<file path="config.mk">
export PLATFORM = sky130hd
export DESIGN_NAME = fhop_nco_front
export DESIGN_NICKNAME = d
export VERILOG_FILES = /design/src/rtl/fhop_pkg.sv /design/src/rtl/fhop_inc_bank.sv /design/src/rtl/fhop_phase_acc.sv /design/src/rtl/fhop_nco_front.sv
export SDC_FILE = /design/constraint.sdc
export NUM_CORES = 1
export LEC_CHECK = 0
export BUFFER_PORTS_ARGS = -buffer_cell sky130_fd_sc_hd__buf_2
export CORE_UTILIZATION = 45
export CTS_BUF_LIST = sky130_fd_sc_hd__clkbuf_4
export DETAILED_ROUTE_END_ITERATION = 16
export PLACE_DENSITY = 0.68
export SLEW_MARGIN = 20
export SYNTH_ARGS = -nofsm -noshare
export SYNTH_HDL_FRONTEND = slang
export SYNTH_SLANG_ARGS = --single-unit
</file>
<file path="constraint.sdc">
create_clock -name clk_i -period 9.79 [get_ports clk_i]
set_input_delay 0.979 -clock clk_i [delete_from_list [all_inputs] [get_ports clk_i]]
set_output_delay 0.979 -clock clk_i [all_outputs]
set_load 0.05 [all_outputs]
</file>
<file path="src/rtl/fhop_pkg.sv">
package fhop_pkg;
  localparam int unsigned IDX_W     = 4;
  localparam int unsigned MAX_BANDS = 1 << IDX_W;
endpackage

</file>
<file path="src/rtl/fhop_inc_bank.sv">
module fhop_inc_bank
  import fhop_pkg::*;
#(
  parameter int unsigned PHASE_W   = 32,
  parameter int unsigned NUM_BANDS = 16
) (
  input  logic               clk_i,
  input  logic               rst_ni,
  input  logic               wr_en_i,
  input  logic [IDX_W-1:0]   wr_addr_i,
  input  logic [PHASE_W-1:0] wr_data_i,
  input  logic [IDX_W-1:0]   sel_i,
  output logic [PHASE_W-1:0] inc_o
);
  logic [NUM_BANDS-1:0][PHASE_W-1:0] ent_q;
  logic [IDX_W-1:0]                  sel_q;
  logic                              wr_hit;

  assign wr_hit = wr_en_i && (32'(wr_addr_i) < NUM_BANDS);

  for (genvar g = 0; g < NUM_BANDS; g++) begin : g_ent
    always_ff @(posedge clk_i or negedge rst_ni) begin
      if (!rst_ni)                                    ent_q[g] <= '0;
      else if (wr_en_i && wr_addr_i == IDX_W'(g))     ent_q[g] <= wr_data_i;
    end
  end

  always_ff @(posedge clk_i or negedge rst_ni) begin
    if (!rst_ni) sel_q <= '0;
    else         sel_q <= sel_i;
  end

  // out-of-range select yields zero step
  always_comb begin
    inc_o = '0;
    for (int i = 0; i < NUM_BANDS; i++)
      if (sel_q == IDX_W'(i)) inc_o = ent_q[i];
  end

  assert_oob_write_ignored_R3: assert property (@(posedge clk_i) disable iff (!rst_ni)
    (wr_en_i && !wr_hit) |=> $stable(ent_q));

  assert_write_stores_R2: assert property (@(posedge clk_i) disable iff (!rst_ni)
    wr_hit |=> ent_q[$past(wr_addr_i)] == $past(wr_data_i));

  assert_no_write_no_change_R2: assert property (@(posedge clk_i) disable iff (!rst_ni)
    !wr_en_i |=> $stable(ent_q));
endmodule

</file>
<file path="src/rtl/fhop_phase_acc.sv">
module fhop_phase_acc #(
  parameter int unsigned PHASE_W = 32
) (
  input  logic               clk_i,
  input  logic               rst_ni,
  input  logic               en_i,
  input  logic [PHASE_W-1:0] inc_i,
  output logic [PHASE_W-1:0] phase_o
);
  logic [PHASE_W-1:0] phase_q;

  always_ff @(posedge clk_i or negedge rst_ni) begin
    if (!rst_ni)   phase_q <= '0;
    else if (en_i) phase_q <= phase_q + inc_i;
  end

  assign phase_o = phase_q;

  assert_hold_when_idle_R7: assert property (@(posedge clk_i) disable iff (!rst_ni)
    !en_i |=> $stable(phase_q));
endmodule

</file>
<file path="src/rtl/fhop_nco_front.sv">
module fhop_nco_front
  import fhop_pkg::*;
#(
  parameter int unsigned PHASE_W   = 32,
  parameter int unsigned NUM_BANDS = 16
) (
  input  logic               clk_i,
  input  logic               rst_ni,
  input  logic               wr_en_i,
  input  logic [3:0]         wr_addr_i,
  input  logic [PHASE_W-1:0] wr_data_i,
  input  logic [3:0]         band_sel_i,
  input  logic               acc_en_i,
  output logic [PHASE_W-1:0] phase_o
);
  localparam int unsigned DEPTH = (NUM_BANDS < 1) ? 1 :
                                  (NUM_BANDS > MAX_BANDS) ? MAX_BANDS : NUM_BANDS;

  logic [PHASE_W-1:0] inc_act;

  fhop_inc_bank #(.PHASE_W(PHASE_W), .NUM_BANDS(DEPTH)) u_bank (
    .clk_i     (clk_i),
    .rst_ni    (rst_ni),
    .wr_en_i   (wr_en_i),
    .wr_addr_i (wr_addr_i),
    .wr_data_i (wr_data_i),
    .sel_i     (band_sel_i),
    .inc_o     (inc_act)
  );

  fhop_phase_acc #(.PHASE_W(PHASE_W)) u_acc (
    .clk_i   (clk_i),
    .rst_ni  (rst_ni),
    .en_i    (acc_en_i),
    .inc_i   (inc_act),
    .phase_o (phase_o)
  );

  assert_oob_select_zero_R5: assert property (@(posedge clk_i) disable iff (!rst_ni)
    (32'(band_sel_i) >= DEPTH) |=> inc_act == '0);

  assert_step_continuous_R8: assert property (@(posedge clk_i) disable iff (!rst_ni)
    acc_en_i |=> phase_o == PHASE_W'($past(phase_o) + $past(inc_act)));
endmodule

</file>
== Yosys cells after proc, flatten, opt, wreduce, memory -nomap -nowiden ==
Index checks and enable logic that the tools add are counted.

* Register bits after elaboration: 548
* Bits of input ports: 44
* Output and inout port bits: 32
* Logic and storage cells: 83

* $add $sub $neg: 1
* Equality and inequality tests: 30
* Muxes and demuxes: 16
* Reduce and logical (&&, ||, !) cells: 18

{| class="wikitable"
|+ Operator list
! kind !! number
|-
| 2-to-1 mux 32 bit || 16
|-
| equality test 4 bit, second input constant || 16
|-
| adder 32 bit || 1
|-
| equality test 4 x 3 -> 1 bit, second input constant || 8
|-
| equality test 4 x 2 -> 1 bit, second input constant || 4
|-
| logical AND 1 bit || 16
|-
| equality test 4 x 1 -> 1 bit, second input constant || 2
|-
| logical NOT 4 bit || 2
|}

== Logic depth before layout (Yosys ltp) ==
Gate-level depths: netlist of the first run.

* Depth in word-level cells: 18
* Gate-level depth with buffers: 20
* Gate-level depth less buffers: 18

== Hierarchy ==
Synthesis of the first run repeated with hierarchy kept, for this count alone.

* Cell total of the unflattened synthesis: 2,096
* Area total of the unflattened synthesis: 26,658.1 um2

{| class="wikitable"
|+ Modules (own cells, without submodules)
! module !! times used !! cells each !! area each (um2) !! seq. area each (um2)
|-
| fhop_inc_bank || 1 || 1,774 || 23,727.8 || 12,912.4
|-
| fhop_phase_acc || 1 || 322 || 2,930.3 || 800.8
|}

== Worst setup path after synthesis of the first run ==
OpenSTA, ideal clock, no wires.

* Kind: register -> register
* From: reg u_bank.sel_q[0]
* To: reg u_acc.phase_q[30], in the netlist u_acc.phase_o[30]
* Setup time: 0.124 ns
* Data arrival time: 3.922 ns
* Required time: 9.666 ns
* Slack: 5.745 ns
* Cell stages (with the launch flop): 20
* Path buffers: 3
* Period minus slack after synthesis: 4.045 ns
* Cell sequence: dfrtp_1 -> buf_2 -> buf_2 -> and4bb_2 -> clkbuf_1 -> a22o_1 -> a221oi_1 -> nand4_1 -> o2111ai_1 -> nand2_1 -> ha_1 -> fa_1 -> a211oi_1 -> o21ai_1 -> nand3_2 -> a311oi_2 -> o31a_1 -> o41ai_2 -> mux2i_1 -> a211o_1

* Word-level cells in the longest chain between the ends: 18
* Elaborated cells between the ends (all ways): 33
* Those cells by class: add/sub: 1; eq/ne: 15; mux: 16; reduce/logical: 1

{| class="wikitable"
|+ Ends and longest elaborated chain
! what !! RTL line !! RTL
|-
| from (decl) || fhop_inc_bank.sv:16 || <nowiki>logic [IDX_W-1:0] sel_q;</nowiki>
|-
| from (signal assigned) || fhop_inc_bank.sv:30 || <nowiki>else sel_q <= sel_i;</nowiki>
|-
| logical NOT 4 bit || fhop_inc_bank.sv:37 || <nowiki>if (sel_q == IDX_W'(i)) inc_o = ent_q[i];</nowiki>
|-
| 2-to-1 mux 32 bit (15 in a row) || fhop_inc_bank.sv:37 ||
|-
| 2-to-1 mux 32 bit * || fhop_inc_bank.sv:37 ||
|-
| adder 32 bit * || fhop_phase_acc.sv:14 || <nowiki>else if (en_i) phase_q <= phase_q + inc_i;</nowiki>
|-
| to (signal assigned) || fhop_phase_acc.sv:14 ||
|-
| to (decl) || fhop_phase_acc.sv:10 || <nowiki>logic [PHASE_W-1:0] phase_q;</nowiki>
|}

Every way passes the cells marked *; elsewhere a longest branch is shown, timed or not.
A chain may end at the register's enable or synchronous reset.

== Worst setup path in the final report of the first run ==
* From: reg u_bank.sel_q[3]
* To: reg u_acc.phase_q[27], in the netlist u_acc.phase_o[27]

The elaborated chain is that of the path after synthesis.

==> metrics.md, run 1 <==
| Metric | Value |
|---|---|
| Starting Density | `0.457` |
| Clk pwr share | `0.283` |
| PD cells | `251 nW/um2` |
| Slew headroom | `0.284` |
| DP Worst Slack | `4260 ps` |
| IO Count | `76` |
| Outcome | `finished, final reports clean` |
| Final Skew | `54.9 ps` |
| Combinational Power Share | `0.271` |
| First-pass GRT wire length | `112 mm` |
| Mean Syn Cell Area | `13.0 um2` |
| Leak | `12.4 nW` |
| Largest net degree at the start of global routing | `172` |
| Seq pwr share | `0.446` |
| Final setup vio count | `0` |
| Cell count after synthesis | `1940` |
| H-tree levels | `4` |
| Routed Antenna Nets | `0` |
| Die width | `239 um` |
| Sequential share of the synthesized area | `0.543` |
| # hold bufs at CTS | `0` |
| Setup crit start kind | `flop` |
| Endpoints failing hold | `0` |
| Post-cts sizing count | `0` |
| Finished Core Util | `0.511` |
| Die ar. | `57100 um2` |
| Number of synthesized flops with an enable pin | `0` |
| Final min period | `5660 ps` |
| Fin worst setup slack | `4130 ps` |
| FP Rows | `86` |
| Syn nets | `2018` |
| Crit path capture | `u_acc.phase_o[27]` |
| DR WL/cell | `25.2 um` |
| Core footprint | `55300 um2` |
| Commonest non-fill, non-tap cell in the layout | `dfrtp_1` |
| Sink Count | `548` |
| Number of global-route vias before repair | `18624` |
| Clock tree root driver cell | `clkbuf_4` |
| VDD IR-drop max | `143 uV` |
| Worst Setup Path Type | `reg2reg` |
| Ys flop type | `dfrtp_1` |
| Worst R2R Start | `u_bank.sel_q[3]` |
| Skew-Pair Late Insertion Delay | `1010 ps` |
| Via/cell ratio | `6.19` |
| Worst path required time | `10650 ps` |
| Drt initial violations | `1778` |
| Fmax | `177 MHz` |
| Synth warn | `0` |
| RR Endpoint | `u_acc.phase_o[27]` |
| Crit path arrival time | `6520 ps` |
| Clk buf depth | `3` |
| Worst Setup End Kind | `flop` |
| Post-synth cell types | `76` |
| Max FO, Critical Path | `26` |
| Max-Cap Viols | `0` |
| Die height | `239 um` |
| Overall routing resource usage | `0.263` |
| Slew @ Worst Pin | `1070 ps` |
| Post-synth ARST share | `1.00` |
| Final Max Slew Viols | `0` |
| Net Sw Power | `2.33 mW` |
| Power, Total | `7.09 mW` |
| Worst hold path class | `in2async` |
| Fillers | `4805` |
| GRT Residual Overflow | `0` |
| Dpl hpwl | `44.8 mm` |
| Total number of vias | `17904` |
| Routed WL | `72.8 mm` |
| Sw Share | `0.329` |
| Area Overhead vs Synth | `12.0%` |
| Synthesized area | `25300 um2` |
| PortBufs | `75` |
| Internal power | `4.76 mW` |
| Reg2Reg Depth | `17` |
| TritonCTS Buffers | `145` |
| Most frequent cells in the layout | `548 x dfrtp_1, 521 x mux2_2, 208 x clkbuf_4` |
| DRC violations left | `0` |
| Total negative slack | `0 ps` |
| Initial DRT Pass Iterations | `5` |
| CP Launch Point | `u_bank.sel_q[3]` |
| Period utilisation layout | `0.578` |
| Post CTS Setup Buffer Count | `0` |
| RSZ-0062 raised after global routing | `false` |
| Initial antenna violation count | `5` |
| Nets | `2129` |
| Flops & latches, synth | `548` |
| Layout cells sized above 1 | `0.420` |
| Placer Congestion | `0.875` |
| Reg2Reg Setup Slack | `4130 ps` |
| CTS tree | `built` |
| Worst-path clk slew | `60 ps` |
[sequential cells by signal (all words and copies together), names as in the netlist]
register,cells
u_bank.ent_q,512
u_bank.sel_q,4
u_acc.phase_o,32
[critical path, cell delays in order (launching register included)]
cell      delay, ps
dfrtp_1        1050
nor4bb_4        880
buf_4           460
a22oi_1         150
nand2_1          90
a221oi_1         50
nand4_1         140
o21ai_0         120
a31oi_1         500
ha_1            380
nand2_1         100
nor4_1          290
nand3_1         120
a311oi_1        470
nor2_1          150
o211ai_1        210
xor2_1           90
mux2_2          270
[layer usage]
layer,GRT usage,wire length [um]
met5,0,37
met4,0.0816,1330
met1,0.358,31300
met2,0.411,34400
met3,0.0691,5740
[power by group through the flow]
| stage | sequential [mW] | clock [mW] | combinational (mW) |
|---|---|---|---|
| 6_report | 3.16 | 2.01 | 1.92 |
| 5_1_grt | 3.23 | 2.18 | 2.08 |
| 4_1_cts | 3.16 | 2.05 | 1.91 |
| 3_5_place_dp | 3.20 | 0 | 1.91 |
| 3_3_place_gp | 3.16 | 0 | 1.86 |
| 2_1_floorplan | 3.32 | 0 | 1.24 |
[cells by family (layout without fill, tap and decap cells)]
logic type / count (synthesis) / in the layout / share of synthesized area
AO/OA/AOI/OAI: 383 / 383 / 0.115
XOR/XNOR: 21 / 21 / 0.00728
adder cells (fa/ha/maj): 34 / 34 / 0.0171
buffers and inverters: 167 / 370 / 0.0269
flip-flops: 548 / 548 / 0.543
multiplexers: 536 / 536 / 0.239
other: 0 / 2 / 0
AND/OR/NAND/NOR: 251 / 251 / 0.0520
[how the worst min path moves through the flow]
| stage | from | end | cells after the start |
|---|---|---|---|
| global placement | u_bank.ent_q[261] | u_bank.ent_q[261] | 1 |
| global route | band_sel_i[2] | u_bank.sel_q[2] | 1 |
| floorplan | u_bank.ent_q[138] | u_bank.ent_q[138] | 1 |
| finish | rst_ni | u_acc.phase_o[7] | 1 |
| detailed placement | u_acc.phase_o[31] | u_acc.phase_o[31] | 1 |
| CTS | rst_ni | u_acc.phase_o[7] | 1 |
[cell usage after synthesis, types with 5 or more instances]
master / instances / area share
dfrtp_1: 548 / 0.54
mux2_2: 521 / 0.23
clkbuf_1: 101 / 0.015
a22oi_1: 79 / 0.023
nand2_1: 65 / 0.0097
nor2_1: 59 / 0.0088
a221oi_1: 46 / 0.016
a21oi_1: 41 / 0.0081
a22o_1: 37 / 0.013
nand4_1: 35 / 0.0087
ha_1: 33 / 0.016
o21ai_0: 33 / 0.0065
buf_1: 28 / 0.0042
buf_2: 27 / 0.0054
a222oi_1: 25 / 0.0099
nand3_1: 23 / 0.0046
o21ai_1: 17 / 0.0034
a31oi_1: 15 / 0.0037
nor3_1: 14 / 0.0028
xnor2_1: 13 / 0.0045
a21o_1: 12 / 0.0036
mux2_1: 12 / 0.0054
a221o_1: 11 / 0.0044
inv_1: 8 / 0.0012
nand2b_1: 8 / 0.0020
o21a_1: 8 / 0.0024
xor2_1: 8 / 0.0028
a41oi_1: 7 / 0.0024
nand3b_1: 6 / 0.0018
nor2b_1: 6 / 0.0015
o211ai_1: 6 / 0.0018
nor4_1: 5 / 0.0012
o31ai_1: 5 / 0.0015
[metrics by stage]
| step | instance area (um2) | std cells | hold slack [ps] |
|---|---|---|---|
| floorplan | 25300 | 1940 | 464 |
| global placement | 26500 | 2652 | 474 |
| detailed placement | 26500 | 2652 | 482 |
| CTS | 28300 | 2891 | 32.7 |
| global route | 28300 | 2892 | 56.9 |
| finish | 28300 | 2893 | 81.8 |
[cell type report]
| class | instances | area, um2 | area share |
|---|---|---|---|
| antenna | 2 | 5.00 | 0.000177 |
| sequential | 548 | 13700 | 0.485 |
| inverter | 8 | 30.0 | 0.00106 |
| multi-input combinational | 1225 | 11000 | 0.390 |
| clock inverter | 31 | 231 | 0.00818 |
| clock buffer | 208 | 1560 | 0.0552 |
| tap | 748 | 936 | 0.0331 |
| timing repair buffer | 123 | 762 | 0.0269 |
No activity file was read; power rests on OpenSTA's default activity.
==> run 2: changes to the inputs <==
Settings changed: PLACE_DENSITY 0.68 to 0.7.
Clock period 9.79 ns to 5.14 ns, I/O delays scaled along.
==> run 2 against run 1 <==
Compared with the run above:
- non-clock buffer count rose by 66
- combinational power grew 92%
- highest routed layer is now met4
- sequential power is 91% higher
- largest power group unchanged
- largest cell class unchanged
==> metrics.md, run 2 (synthesis gave the netlist of run 1 again) <==
| Metric | Value |
|---|---|
| Outcome | `finished, final reports clean` |
| M2 GR Usage | `0.413` |
| Met1 Use GR | `0.354` |
| Sink Count | `548` |
| Grt peak-use layer | `met2` |
| Slew headroom | `0.347` |
| Max-Cap Viols | `0` |
| Worst hold path class | `in2reg` |
| Leak | `12.7 nW` |
| Total negative slack | `0 ps` |
| Worst Setup End Kind | `flop` |
| Final Max Slew Viols | `0` |
| Area Overhead vs Synth | `14.9%` |
| Skew-Pair Late Insertion Delay | `1050 ps` |
| Slew @ Worst Pin | `978 ps` |
| Layout cells sized above 1 | `0.425` |
| DR WL/cell | `24.8 um` |
| Period utilisation layout | `0.972` |
| Dpl hpwl | `45.6 mm` |
| H-tree levels | `4` |
| VDD IR-drop max | `314 uV` |
| IO Count | `76` |
| Die width | `239 um` |
| Largest net degree at the start of global routing | `133` |
| Worst Setup Path Type | `reg2reg` |
| Total number of vias | `18154` |
| Crit path arrival time | `5890 ps` |
| Clk buf depth | `3` |
| Commonest non-fill, non-tap cell in the layout | `dfrtp_1` |
| Via/cell ratio | `6.12` |
| Final Skew | `56.4 ps` |
| Die ar. | `57100 um2` |
| Final min period | `5000 ps` |
| Most flops, register | `u_bank.ent_q` |
| Starting Density | `0.457` |
| TritonCTS Buffers | `145` |
| PD cells | `470 nW/um2` |
| GRT Residual Overflow | `0` |
| Max FO, Critical Path | `16` |
| Initial antenna violation count | `4` |
| Fmax | `200 MHz` |
| DRC violations left | `0` |
| Worst path required time | `6030 ps` |
| CTS tree | `built` |
| Clock tree root driver cell | `clkbuf_4` |
| Overall routing resource usage | `0.265` |
| Routed WL | `73.7 mm` |
| Initial DRT Pass Iterations | `6` |
| Worst-path clk slew | `60 ps` |
| Endpoints failing hold | `0` |
| Drt initial violations | `1515` |
| Routed Antenna Nets | `0` |
| PortBufs | `75` |
| GR Layer Usage met3 | `0.0704` |
| Max FFs per register | `512` |
| Nets | `2195` |
| Power, Total | `13.6 mW` |
| Core footprint | `55300 um2` |
| Setup crit start kind | `flop` |
| First-pass GRT wire length | `113 mm` |
| Placer Congestion | `0.892` |
| FP Rows | `86` |
| Die height | `239 um` |
| Most frequent cells in the layout | `547 x dfrtp_1, 521 x mux2_2, 211 x clkbuf_4` |
| Hold WS | `68.7 ps` |
| Number of global-route vias before repair | `18891` |
| Final setup vio count | `0` |
| RSZ-0062 raised after global routing | `false` |
-- run 2: changes by cell type in the layout (fill, tap and decap cells not counted), moves of 3 or more --
cell	previous run	this run
diode_2	2	8
clkinv_1	19	14
buf_4	46	73
buf_12	1	6
clkbuf_4	208	211
inv_2	4	0
clkinv_4	0	6
dlygate4sd3_1	0	35
-- run 2: path summary, 6_finish.rpt --
| path | endpoint | slack [ps] | start | cells after the start |
|---|---|---|---|---|
| worst max-delay path | u_acc.phase_o[23] | 140 | u_bank.sel_q[2] | 18 |
| worst min register to register | u_acc.phase_o[31] | 480 | u_acc.phase_o[31] | 1 |
| max in group asynchronous | u_bank.ent_q[57] | 3640 | rst_ni | 3 |
| worst max register to register | u_acc.phase_o[23] | 140 | u_bank.sel_q[2] | 18 |
| min in group asynchronous | u_acc.phase_o[9] | 150 | rst_ni | 2 |
| worst min-delay path | u_bank.ent_q[349] | 70 | wr_data_i[29] | 2 |
-- run 2: what timing repair did --
action,4_1_cts,5_1_grt
gates resized for setup,0,4
endpoints found under the hold margin,547,0
endpoints found under the setup margin,0,14
setup buffers,0,5
hold buffers,35,0
-- run 2: worst max-delay path: stages (launching register included) --
cell and delay (ps):
dfrtp_1 440, buf_4 240, nor4b_4 790, buf_4 380
a22oi_1 120, nand4_1 90, o21ai_0 160, nand4_1 140
o21ai_0 120, a31oi_1 320, ha_1 350, o211a_1 270
o211a_1 130, nand3_1 160, nand3_1 170, a21oi_1 380
o221ai_1 190, xor2_1 170, mux2_2 270
-- run 2: per-stage QoR --
stage | area, um2 | util | worst slack, ps | std cells
2_1_floorplan | 25300 | - | 1090 | 1940
3_3_place_gp | 26700 | 0.483 | 205 | 2678
3_5_place_dp | 26700 | 0.483 | 82.3 | 2678
4_1_cts | 28900 | 0.523 | 58.8 | 2953
5_1_grt | 29000 | 0.524 | 4.54 | 2961
6_report | 29000 | 0.525 | 142 | 2966
-- run 2: layout make-up --
type | count | area, um2
diodes | 8 | 20.0
fillers | 4806 | 26300
repair buffers | 189 | 1400
clock inverters | 29 | 264
inverters | 8 | 30.0
multi-input cells | 1225 | 11100
flip-flops and latches | 548 | 13700
well taps | 748 | 936
clock buffers | 211 | 1580
-- run 2: power by group --
part / internal, mW / switching, mW
Clock: 2.08 / 1.82
Combinational: 1.66 / 2.02
Sequential: 5.39 / 0.655
-- run 2: layer usage --
| metal | wire (um) | part of all wire |
|---|---|---|
| met2 | 34100 | 0.46 |
| met5 | 0 | 0 |
| met1 | 31200 | 0.42 |
| met4 | 1860 | 0.025 |
| met3 | 6600 | 0.090 |
==> run 3: changes to the inputs <==
Settings changed: GPL_TIMING_DRIVEN set to 0, SLEW_MARGIN 20 to 30.
==> run 3 against run 2 <==
Compared with the run above:
- cell count rose by 3.4%
- global-route usage rose by 3.5 points
- clock skew rose by 31 ps
- critical endpoint unchanged
- largest cell class unchanged
==> metrics.md, run 3 (synthesis gave the netlist of run 1 again) <==
| Metric | Value |
|---|---|
| Total number of vias | `18944` |
| Placed inst area | `26800 um2` |
| CTS tree | `built` |
| DP Worst Slack | `-1080 ps` |
| Worst Setup Path Type | `reg2reg` |
| Max-Cap Viols | `0` |
| Routed Antenna Nets | `0` |
| Routed WL | `83.7 mm` |
| Overall routing resource usage | `0.300` |
| Period utilisation layout | `0.973` |
| Clk buf depth | `3` |
| Clock tree root driver cell | `clkbuf_4` |
| VDD IR-drop max | `284 uV` |
| Worst-path cell chain | `buf_2 -> clkbuf_4 -> nor4b_4 -> buf_4 -> buf_4 -> a222oi_1 -> nand4_1 -> o21ai_0 -> a31oi_1 -> ha_1 -> o21ai_0 -> o211ai_1 -> nand3_1 -> nand3_1 -> a21oi_1 -> o221ai_1 -> xor2_1 -> mux2_2` |
| Worst Setup End Kind | `flop` |
| Area Overhead vs Synth | `16.0%` |
| Critical path buffers and inverters | `4` |
| Number of global-route vias before repair | `19306` |
| Core footprint | `55300 um2` |
| Final Max Slew Viols | `0` |
| Slew headroom | `0.250` |
| Reg2Reg Depth | `18` |
| Leak | `12.8 nW` |
| Fmax | `200 MHz` |
| Initial DRT Pass Iterations | `6` |
| Most flops, register | `u_bank.ent_q` |
| Nets | `2289` |
| H-tree levels | `4` |
| Endpoints failing hold | `0` |
| Slew @ Worst Pin | `1120 ps` |
| Layout cells sized above 1 | `0.408` |
| Initial antenna violation count | `3` |
| GRT Residual Overflow | `0` |
| Max FO, Critical Path | `10` |
| FP Rows | `86` |
| Setup crit start kind | `flop` |
| DRC violations left | `0` |
| Delay-heaviest family, CP | `compound AO/OA/AOI/OAI gates` |
| Finished Core Util | `0.530` |
| Die ar. | `57100 um2` |
| Final setup vio count | `0` |
| Starting Density | `0.457` |
| WP depth | `18` |
| PortBufs | `75` |
| Worst-path clk slew | `70 ps` |
| First-pass GRT wire length | `124 mm` |
| Drt initial violations | `1803` |
| CP max stage cell | `a21oi_1` |
| Crit path largest cell delay | `440 ps` |
| Sink Count | `548` |
| Max FFs per register | `512` |
| Most frequent cells in the layout | `548 x dfrtp_1, 521 x mux2_2, 229 x clkbuf_4` |
| Worst path required time | `6040 ps` |
| Die height | `239 um` |
| Die width | `239 um` |
| Final Skew | `87.3 ps` |
| Largest net degree at the start of global routing | `91` |
| RSZ-0062 raised after global routing | `false` |
| Outcome | `finished, final reports clean` |
| Placer Congestion | `0.937` |
| TritonCTS Buffers | `147` |
| Crit path arrival time | `5900 ps` |
| Fin worst setup slack | `141 ps` |
| IO Count | `76` |
| DR WL/cell | `27.3 um` |
| Worst hold path class | `in2async` |
| Commonest non-fill, non-tap cell in the layout | `dfrtp_1` |
| Fillers | `4764` |
| Final min period | `5000 ps` |
| Post-route cell area | `29300 um2` |
| PD cells | `469 nW/um2` |
| Dpl hpwl | `54.1 mm` |
| Skew-Pair Late Insertion Delay | `1060 ps` |
| Via/cell ratio | `6.17` |
==> run 3: power by group <==
group	internal, mW	switching, mW	leakage (nW)
Sequential	5.39	0.638	6.70
Combinational	1.69	2.08	5.03
Clock	2.05	1.90	1.11
==> run 3: layout make-up <==
class / instances / area, um2 / area share
sequential: 548 / 13700 / 0.468
timing repair buffer: 123 / 961 / 0.0328
multi-input combinational: 1225 / 11000 / 0.376
tap: 748 / 936 / 0.0319
clock buffer: 219 / 1640 / 0.0561
clock inverter: 31 / 214 / 0.00730
antenna: 8 / 20.0 / 0.000683
inverter: 8 / 30.0 / 0.00102
buffer: 158 / 777 / 0.0265
==> run 3: final timing paths <==
kind | slack, ps | end | start
worst max register to register | 140 | u_acc.phase_o[23] | u_bank.sel_q[0]
worst max-delay path | 140 | u_acc.phase_o[23] | u_bank.sel_q[0]
worst min register to register | 480 | u_acc.phase_o[31] | u_acc.phase_o[31]
worst min-delay path | 70 | u_acc.phase_o[5] | rst_ni
max in group asynchronous | 3360 | u_bank.ent_q[497] | rst_ni
min in group clk_i | 170 | u_bank.sel_q[3] | band_sel_i[3]
==> run 3: routing by layer <==
layer | GRT usage | part of all wire | wire length [um] | up-vias
met3 | 0.0925 | 0.10 | 8590 | 227
li1 | - | - | - | 7959
met4 | 0.157 | 0.044 | 3660 | 0
met1 | 0.392 | 0.40 | 33700 | 9750
met2 | 0.448 | 0.45 | 37700 | 1008
met5 | 0 | 0 | 0 | -
==> run 3: repair_timing <==
action                                  in CTS  in global routing
endpoints found under the hold margin      471                  0
gates resized for setup                     38                 41
hold buffers                                38                  0
setup buffers                                1                  2
pin swaps                                    1                  0
endpoints found under the setup margin      22                 13
==> run 3: through the flow <==
stage | instances | power, mW | setup TNS (ps) | hold slack, ps
floorplan | 1940 | 8.69 | 0 | 218
global placement | 2763 | 9.56 | -3948570 | 462
detailed placement | 2770 | 9.75 | -10880 | 483
CTS | 3059 | 13.7 | 0 | 30.6
global route | 3062 | 14.5 | 0 | 123
finish | 3068 | 13.7 | 0 | 67.2
